File: config.mk
export PLATFORM = sky130hd
export DESIGN_NAME = branch_unit
export DESIGN_NICKNAME = d
export VERILOG_FILES = /design/src/rtl/bu_pkg.sv /design/src/rtl/bu_cond_eval.sv /design/src/rtl/bu_pc_reg.sv /design/src/rtl/bu_next_sel.sv /design/src/rtl/branch_unit.sv
export SDC_FILE = /design/constraint.sdc
export NUM_CORES = 1
export LEC_CHECK = 0
export CAP_MARGIN = 30
export CORE_UTILIZATION = 35
export DETAILED_ROUTE_END_ITERATION = 8
export PLACE_DENSITY = 0.86
export RECOVER_POWER = 25
export SLEW_MARGIN = 20
export SYNTH_ARGS = -nofsm -noshare
export SYNTH_HDL_FRONTEND = slang
export SYNTH_SLANG_ARGS = --single-unit
export TNS_END_PERCENT = 1
File: constraint.sdc
create_clock -name clk_i -period 3.5 [get_ports clk_i]
set_input_delay 0.7 -clock clk_i [delete_from_list [all_inputs] [get_ports clk_i]]
set_output_delay 0.7 -clock clk_i [all_outputs]
set_load 0.005 [all_outputs]
File: src/rtl/bu_pkg.sv
package bu_pkg;
  localparam int unsigned XLEN = 32;
  localparam int unsigned OP_W = 5;
  localparam int unsigned CC_W = 3;

  localparam logic [OP_W-1:0] OP_BR  = 5'd8;
  localparam logic [OP_W-1:0] OP_BRL = 5'd9;

  localparam logic [CC_W-1:0] CC_NEVER   = 3'd0;
  localparam logic [CC_W-1:0] CC_ALWAYS  = 3'd1;
  localparam logic [CC_W-1:0] CC_ZERO    = 3'd2;
  localparam logic [CC_W-1:0] CC_NONZERO = 3'd3;
  localparam logic [CC_W-1:0] CC_PLUS    = 3'd4;
  localparam logic [CC_W-1:0] CC_MINUS   = 3'd5;

  typedef enum logic [1:0] {
    K_OTHER = 2'd0,
    K_BR    = 2'd1,
    K_BRL   = 2'd2
  } br_kind_e;

  function automatic br_kind_e kind_of(input logic [OP_W-1:0] op);
    case (op)
      OP_BR:   return K_BR;
      OP_BRL:  return K_BRL;
      default: return K_OTHER;
    endcase
  endfunction
endpackage

File: src/rtl/bu_cond_eval.sv
module bu_cond_eval
  import bu_pkg::*;
#(
  parameter int unsigned W = XLEN
) (
  input  logic [CC_W-1:0] cond_i,
  input  logic [W-1:0]    test_i,
  output logic            hit_o
);
  logic is_zero;
  logic is_neg;

  assign is_zero = (test_i == '0);
  assign is_neg  = test_i[W-1];

  always_comb begin
    case (cond_i)
      CC_ALWAYS:  hit_o = 1'b1;
      CC_ZERO:    hit_o = is_zero;
      CC_NONZERO: hit_o = !is_zero;
      CC_PLUS:    hit_o = !is_neg;
      CC_MINUS:   hit_o = is_neg;
      default:    hit_o = 1'b0; // 000, 110, 111
    endcase
  end
endmodule

File: src/rtl/bu_pc_reg.sv
module bu_pc_reg
  import bu_pkg::*;
#(
  parameter int unsigned      W        = XLEN,
  parameter int unsigned      STEP     = 4,
  parameter logic [XLEN-1:0]  RESET_PC = 32'h0000_0004
) (
  input  logic         clk_i,
  input  logic         rst_ni,
  input  logic         adv_i,
  input  logic         redirect_i,
  input  logic [W-1:0] next_i,
  output logic [W-1:0] pc_o
);
  localparam logic [W-1:0] STEP_V = W'(STEP);

  logic [W-1:0] pc_q;

  always_ff @(posedge clk_i or negedge rst_ni) begin
    if (!rst_ni)    pc_q <= RESET_PC[W-1:0];
    else if (adv_i) pc_q <= next_i + STEP_V;
  end

  assign pc_o = pc_q;


  hold_when_idle_chk: assert property (@(posedge clk_i) disable iff (!rst_ni)
    !adv_i |=> $stable(pc_o));


  seq_advance_chk: assert property (@(posedge clk_i) disable iff (!rst_ni)
    adv_i && !redirect_i |=> pc_o == $past(pc_o) + STEP_V);
endmodule

File: src/rtl/bu_next_sel.sv
module bu_next_sel
  import bu_pkg::*;
#(
  parameter int unsigned W = XLEN
) (
  input  logic         valid_i,
  input  br_kind_e     kind_i,
  input  logic         hit_i,
  input  logic [W-1:0] pc_i,
  input  logic [W-1:0] target_i,
  output logic         taken_o,
  output logic         link_we_o,
  output logic [W-1:0] next_o
);
  logic is_branch;

  assign is_branch = (kind_i == K_BR) || (kind_i == K_BRL);
  assign taken_o   = valid_i && is_branch && hit_i;
  assign link_we_o = valid_i && (kind_i == K_BRL);
  assign next_o    = taken_o ? target_i : pc_i;
endmodule

File: src/rtl/branch_unit.sv
module branch_unit
  import bu_pkg::*;
#(
  parameter int unsigned     W        = XLEN,
  parameter int unsigned     STEP     = 4,
  parameter logic [XLEN-1:0] RESET_PC = 32'h0000_0004
) (
  input  logic            clk_i,
  input  logic            rst_ni,
  input  logic            valid_i,
  input  logic [OP_W-1:0] op_i,
  input  logic [CC_W-1:0] cond_i,
  input  logic [W-1:0]    target_i,
  input  logic [W-1:0]    test_i,
  output logic [W-1:0]    pc_o,
  output logic [W-1:0]    next_pc_o,
  output logic            taken_o,
  output logic            link_we_o,
  output logic [W-1:0]    link_data_o
);
  localparam logic [W-1:0] STEP_V = W'(STEP);

  br_kind_e     kind;
  logic         hit;
  logic [W-1:0] pc_cur;

  assign kind = kind_of(op_i);

  bu_cond_eval #(.W(W)) u_cond (
    .cond_i (cond_i),
    .test_i (test_i),
    .hit_o  (hit)
  );

  bu_next_sel #(.W(W)) u_sel (
    .valid_i   (valid_i),
    .kind_i    (kind),
    .hit_i     (hit),
    .pc_i      (pc_cur),
    .target_i  (target_i),
    .taken_o   (taken_o),
    .link_we_o (link_we_o),
    .next_o    (next_pc_o)
  );

  bu_pc_reg #(.W(W), .STEP(STEP), .RESET_PC(RESET_PC)) u_pc (
    .clk_i      (clk_i),
    .rst_ni     (rst_ni),
    .adv_i      (valid_i),
    .redirect_i (taken_o),
    .next_i     (next_pc_o),
    .pc_o       (pc_cur)
  );

  // link value is the pre-update advanced PC
  assign link_data_o = pc_cur;
  assign pc_o        = pc_cur;


  taken_redirect_chk: assert property (@(posedge clk_i) disable iff (!rst_ni)
    valid_i && taken_o |=> pc_o == $past(target_i) + STEP_V);


  never_taken_chk: assert property (@(posedge clk_i) disable iff (!rst_ni)
    valid_i && (cond_i == CC_NEVER || cond_i[2:1] == 2'b11) |-> !taken_o);


  br_no_link_chk: assert property (@(posedge clk_i) disable iff (!rst_ni)
    valid_i && op_i == OP_BR |-> !link_we_o);


  link_before_redirect_chk: assert property (@(posedge clk_i) disable iff (!rst_ni)
    link_we_o && taken_o |=> $past(link_data_o) + STEP_V != pc_o || $past(target_i) == $past(link_data_o));


  always_taken_chk: assert property (@(posedge clk_i) disable iff (!rst_ni)
    valid_i && op_i == OP_BRL && cond_i == CC_ALWAYS |-> taken_o && link_we_o);
endmodule

# After elaboration in Yosys (flattened, before gate mapping)
# Index checks and enable logic that the tools add are counted.
[totals]
ff_bits = 32
input_bits = 75
output_inout_bits = 98
wordCells = 21
[op_classes]
n_addsub = 1
n_eq_ne = 9
muxes = 3
n_reduce_logical = 7
[op_table]
columns = ["cell", "n"]
rows = [
  ["32-bit by 3-bit adder with 32-bit output (second input constant)", 1],
  ["32-bit zero test", 1],
  ["32-bit two-way mux", 1],
  ["5-bit by 4-bit equality test with 1-bit output (second input constant)", 2],
  ["3-bit by 2-bit equality test with 1-bit output (second input constant)", 2],
  ["3-bit equality test (second input constant)", 2],
  ["1-bit one-hot mux with 5 select lines", 1],
  ["2-bit one-hot mux with 2 select lines", 1],
  ["3-bit by 1-bit equality test with 1-bit output (second input constant)", 1],
  ["1-bit logical AND", 3],
  ["2-bit by 1-bit equality test with 1-bit output (second input constant)", 1],
  ["2-bit equality test (second input constant)", 1],
  ["1-bit zero test", 2],
  ["1-bit logical OR", 1],
]

# Longest topological paths before layout
[depth]
word_depth = 8
depth_mapped = 22
mapped_depth_nobuf = 18

# Modules after synthesis
# A second synthesis with hierarchy kept.
[unflattened]
hier_cells = 284
hier_area_um2 = 2685.1
[modules_own_cells]
columns = ["mod", "instances", "cells_per_inst", "area_each_um2", "seq_area_each_um2"]
rows = [
  ["bu_pc_reg", 1, 192, 1756.7, 802.0],
  ["bu_next_sel", 1, 40, 549.3, 0.0],
  ["branch_unit", 1, 35, 266.5, 0.0],
  ["bu_cond_eval", 1, 17, 112.6, 0.0],
]

# Worst setup path before layout
# OpenSTA, ideal clock, no wires.
[synth_path]
kind = "in2reg"
start = "input port op_i[4]"
end = "register u_pc.pc_q[26] (netlist: u_pc.pc_o[26])"
setup_ps = 125
arrival_time_ps = 4458
t_required_ps = 3375
path_slack_ps = -1083
stages = 22
n_path_buf = 4
cell_sequence = "nor4b_1 > and2_1 > ha_1 > nor3b_1 > nand3b_1 > or3_1 > and3_1 > buf_6 > clkinv_4 > buf_6 > buf_4 > buf_4 > nand2_1 > nand2_1 > ha_1 > nand2_1 > nor4_2 > nand2_1 > nor3_1 > mux2i_1 > xnor2_1 > mux2_2"
[synth_via]
elab_chain_cells = 8
elab_cells_between_ends = 10
classes_between = "add/sub: 1; eq/ne: 4; mux: 2; reduce/logical: 3"
[synth_rtl]
columns = ["item", "line_no", "source"]
rows = [
  ["from (decl)", "branch_unit.sv:11", "input logic [OP_W-1:0] op_i,"],
  ["5-bit by 4-bit equality test with 1-bit output", "bu_pkg.sv:23", "case (op)"],
  ["2-bit one-hot mux with 2 select lines (*)", "bu_pkg.sv:23", ""],
  ["2-bit by 1-bit equality test with 1-bit output or 2-bit equality test (tied branches)", "bu_next_sel.sv:17", "assign is_branch = (kind_i == K_BR) || (kind_i == K_BRL);"],
  ["1-bit logical OR (*)", "bu_next_sel.sv:17", ""],
  ["1-bit logical AND (*) (2 in a row)", "bu_next_sel.sv:18", "assign taken_o = valid_i && is_branch && hit_i;"],
  ["net taken_o", "branch_unit.sv:17", "output logic taken_o,"],
  ["32-bit two-way mux (*)", "bu_next_sel.sv:20", "assign next_o = taken_o ? target_i : pc_i;"],
  ["net next_pc_o[3]", "branch_unit.sv:16", "output logic [W-1:0] next_pc_o,"],
  ["32-bit by 3-bit adder with 32-bit output (*)", "bu_pc_reg.sv:21", "else if (adv_i) pc_q <= next_i + STEP_V;"],
  ["to (signal assigned)", "bu_pc_reg.sv:20", "if (!rst_ni) pc_q <= RESET_PC[W-1:0];"],
  ["to (signal assigned)", "bu_pc_reg.sv:21", ""],
  ["to (decl)", "bu_pc_reg.sv:17", "logic [W-1:0] pc_q;"],
]
# Mark *: on every way through the listed nets, which the timed path passes. The rest lies on a longest branch.
# A chain may end at the register's enable or synchronous reset.

# Worst setup path in the final report
[layout_path]
start = "input port op_i[4]"
end = "register u_pc.pc_q[28] (netlist: u_pc.pc_o[28])"
[layout_via]
elab_chain_cells = 8
elab_cells_between_ends = 10
classes_between = "add/sub: 1; eq/ne: 4; mux: 2; reduce/logical: 3"
[layout_rtl]
columns = ["item", "line_no"]
rows = [
  ["5-bit by 4-bit equality test with 1-bit output", "bu_pkg.sv:23"],
  ["2-bit one-hot mux with 2 select lines (*)", "bu_pkg.sv:23"],
  ["2-bit by 1-bit equality test with 1-bit output or 2-bit equality test (tied branches)", "bu_next_sel.sv:17"],
  ["1-bit logical OR (*)", "bu_next_sel.sv:17"],
  ["1-bit logical AND (*) (2 in a row)", "bu_next_sel.sv:18"],
  ["32-bit two-way mux (*)", "bu_next_sel.sv:20"],
  ["32-bit by 3-bit adder with 32-bit output (*)", "bu_pc_reg.sv:21"],
]
# Mark *: on every way between the ends. The rest lies on a longest branch, timed or not.

==> run_results.csv <==
group,metric,value,unit
detailed_routing,via_per_inst,5.60,
pwr,power.sequential.fraction,0.310,
clock_tree,cts_tree,"yes",
yosys,avgSynthCellArea,7.00,µm²
placement,portBuffers,172,
cells_and_area,diodes,0,
cells_and_area,final_cell_mix,"clkdlybuf4s50_1 (132), nand2_1 (99), a21oi_1 (40)",
detailed_routing,num_vias,4118,
placement,gp_congestion,0.940,
yosys,async_flop_share,1.00,
worst_setup_path,critPathArrivalTime,3920,ps
status,violations,"capacitance limit, slew limit, setup timing",
floorplanning,start_util,0.361,
pwr,p_per_area,437,nW/µm²
yosys,yosysWarnings,0,
cells_and_area,fin_util,0.608,
pwr,pwr-share-clk,0.129,
global_routing,grt_start_max_net_pins,60,
yosys,syn-instance-count,450,
worst_setup_path,end_kind,"register",
clock_tree,htreeDepth,2,
timing,finalCriticalPeriod,3780,ps
cells_and_area,final_cell_area,5300,µm²
pwr,sw_frac_of_total,0.374,
detailed_routing,drtPass1Iterations,7,
yosys,synth-main-ff-cell,"dfrtp_1",
global_routing,grt_overflow,0,
worst_setup_path,rr_worst_depth,7,
detailed_routing,ant_nets,0,
clock_tree,ctsLongestPathBuffers,2,
yosys,synth_area,3150,µm²
yosys,synth_enable_flop_cells,0,
min_path,min_to,"u_pc.pc_o[0]",
clock_tree,clock_latency,290,ps
floorplanning,io_pins,173,
yosys,ys_ff_latch,32,
detailed_routing,drt_iter0_markers,399,
global_routing,grt_pass1_vias,3959,
timing,fmax,265,MHz
clock_tree,clk_pin_slew,70,ps
cells_and_area,final_common_cell,"clkdlybuf4s50_1",
yosys,seq_area_frac_synth,0.255,
timing,slew_viol_final,33,
placement,hpwl,8860,µm
yosys,syn-num-nets,527,
timing,period_share,1.08,
timing,setup_viol,43,
floorplanning,core,8720,µm²
timing,fin_hold_ws,532,ps
global_routing,grt_pass1_wl,19000,µm
timing,relSlewSlack,-0.190,
pwr,p_int,1.45,mW
pwr,combPwrFrac,0.561,
global_routing,grtUsageTotal,0.247,
min_path,holdPathStages,2,
yosys,yosysTopAreaCell,"dfrtp_1",
worst_setup_path,reg2reg_from,"u_pc.pc_o[8]",
worst_setup_path,path_max_fanout,5,
detailed_routing,wl,12200,µm
cells_and_area,drive_above_1_share,0.233,
floorplanning,die_x,96.9,µm
status,outcome,"finished, violations left",
worst_setup_path,cp.required,3640,ps
min_path,min_from,"u_pc.pc_o[0]",
cells_and_area,largest_reg_flops,32,
detailed_routing,wl_per_cell,16.6,µm
pwr,p_sw,0.868,mW
clock_tree,cts-root-buf,"clkbuf_8",
yosys,synth.area.top_cells,"dfrtp_1 (25%), nand2_1 (13%), buf_4 (8.3%)",
clock_tree,numCtsBuffers,5,
detailed_routing,drc_errors,0,
timing,rsz0062_at_grt,"yes",
cells_and_area,synthToLayoutAreaGrowth,68.3,%
yosys,synth.top_cell.area_share,0.246,
yosys,synth.distinct_cells,53,
worst_setup_path,r2r-end,"u_pc.pc_o[31]",
clock_tree,ctsHoldBuffers,0,
floorplanning,dieHeight,96.9,µm
cells_and_area,fin_nets,703,
pwr,total_leakage_power,2.23,nW
clock_tree,clock_sinks,32,
floorplanning,num_rows,34,
cells_and_area,fillCellCount,739,
pwr,vdd_ir_drop_max,0.000202,V
run,max_cap_viol_count,1,
worst_setup_path,path_class,"input port to register",
worst_setup_path,reg2reg_slack,850,ps
timing,worst_pin_slew,1780,ps
timing,setup_slack,-276,ps
timing,skew,7.02,ps
worst_setup_path,startpoint_type,"input port",
min_path,hp-class,"register to register",
timing,timing.final.hold_violations,0,
floorplanning,dieArea,9380,µm²
global_routing,antenna_found_initial,0,
placement,postPlaceCellArea,5010,µm²
==> cell families (layout without fill, tap and decap cells) <==
kind of cell	after synthesis	in the layout	share of synthesized area
AO/OA/AOI/OAI	102	102	0.181
XOR/XNOR	25	25	0.0695
adder cells (fa/ha/maj)	2	2	0.00794
buffers and inverters	69	246	0.134
flip-flops	32	32	0.255
multiplexers	7	7	0.0254
AND/OR/NAND/NOR	213	213	0.327
==> synth_stat cells (2+ instances only) <==
master and number:
a22oi_1 2, and3_1 6, or3_1 3, buf_4 35
a21oi_1 41, buf_2 4, xor2_1 10, nand2_1 112
nor4_1 10, nand4_1 15, a22o_1 2, nand3_1 25
ha_1 2, o31ai_1 2, nand3b_1 2, inv_1 11
clkbuf_1 14, o21ai_0 33, and2_1 2, mux2i_1 2
o21ai_1 3, or2_2 2, or4_1 2, o22ai_1 9
dfrtp_1 31, o21a_1 2, xnor2_1 15, buf_6 3
nor4_2 3, nor3_1 6, mux2_2 4, nor2_1 16
==> metrics by stage <==
step / TNS, ps / setup WS [ps] / total power [mW] / cells
2_1_floorplan: -4400 / -568 / 1.22 / 450
3_3_place_gp: -32580 / -798 / 2.02 / 706
3_5_place_dp: -39490 / -943 / 2.05 / 706
4_1_cts: -10810 / -404 / 2.31 / 730
5_1_grt: -11950 / -472 / 2.45 / 735
6_report: -6960 / -276 / 2.32 / 735
==> critical path, stage by stage <==
cell and delay, ps:
buf_6 100, nor4b_4 290, buf_4 170, nand2b_4 60
ha_4 230, nor3b_4 190, nand3b_1 90, or3_1 300
and3_4 200, clkinv_8 60, nand2_4 30, o21ai_2 60
buf_4 140, ha_4 160, buf_6 120, nand2_4 60
nor4_4 230, buf_4 190, nand2_1 80, xnor2_1 180
o22ai_1 190, a21oi_1 90
==> worst max path at each step <==
stage / from / endpoint / slack (ps) / cells after the start
after floorplan: op_i[1] / u_pc.pc_o[26] / -570 / 22
after global placement: op_i[1] / u_pc.pc_o[30] / -800 / 19
after detailed placement: op_i[1] / u_pc.pc_o[30] / -940 / 19
after CTS: op_i[2] / u_pc.pc_o[30] / -400 / 20
after global routing: op_i[4] / u_pc.pc_o[30] / -470 / 22
final: op_i[4] / u_pc.pc_o[28] / -280 / 22
==> power by group through the flow <==
stage	Combinational, mW	Sequential (mW)	Clock [mW]
after CTS	1.30	0.709	0.300
final	1.30	0.717	0.299
after global routing	1.40	0.735	0.317
after global placement	1.31	0.707	0
after floorplan	0.563	0.660	0
after detailed placement	1.33	0.716	0
==> repair_timing <==
item | in CTS | in global routing
cloned | 2 | 0
endpoints found under the setup margin | 47 | 47
resized for setup | 126 | 68
pin swaps | 23 | 32
hold endpoints to repair | 0 | 0
buffers inserted | 15 | 5
==> layer usage <==
metal	part of all wire	vias up	track usage
met1	0.38	1894	0.286
met2	0.51	263	0.438
li1	-	1914	-
met4	0.038	0	0.109
met3	0.076	47	0.0462
met5	0	-	0
==> final cells by class <==
cell class / instances / area [µm²] / share of cell area
Timing Repair inverter: 1 / 8.76 / 0.00165
Sequential cell: 32 / 802 / 0.151
Multi-Input combinational cell: 349 / 2130 / 0.402
Clock inverter: 2 / 10.0 / 0.00189
Timing Repair Buffer: 225 / 2070 / 0.391
Clock buffer: 6 / 82.6 / 0.0156
Inverter: 12 / 57.6 / 0.0109
Tap cell: 108 / 135 / 0.0255
(Power assumes the default switching activity.)
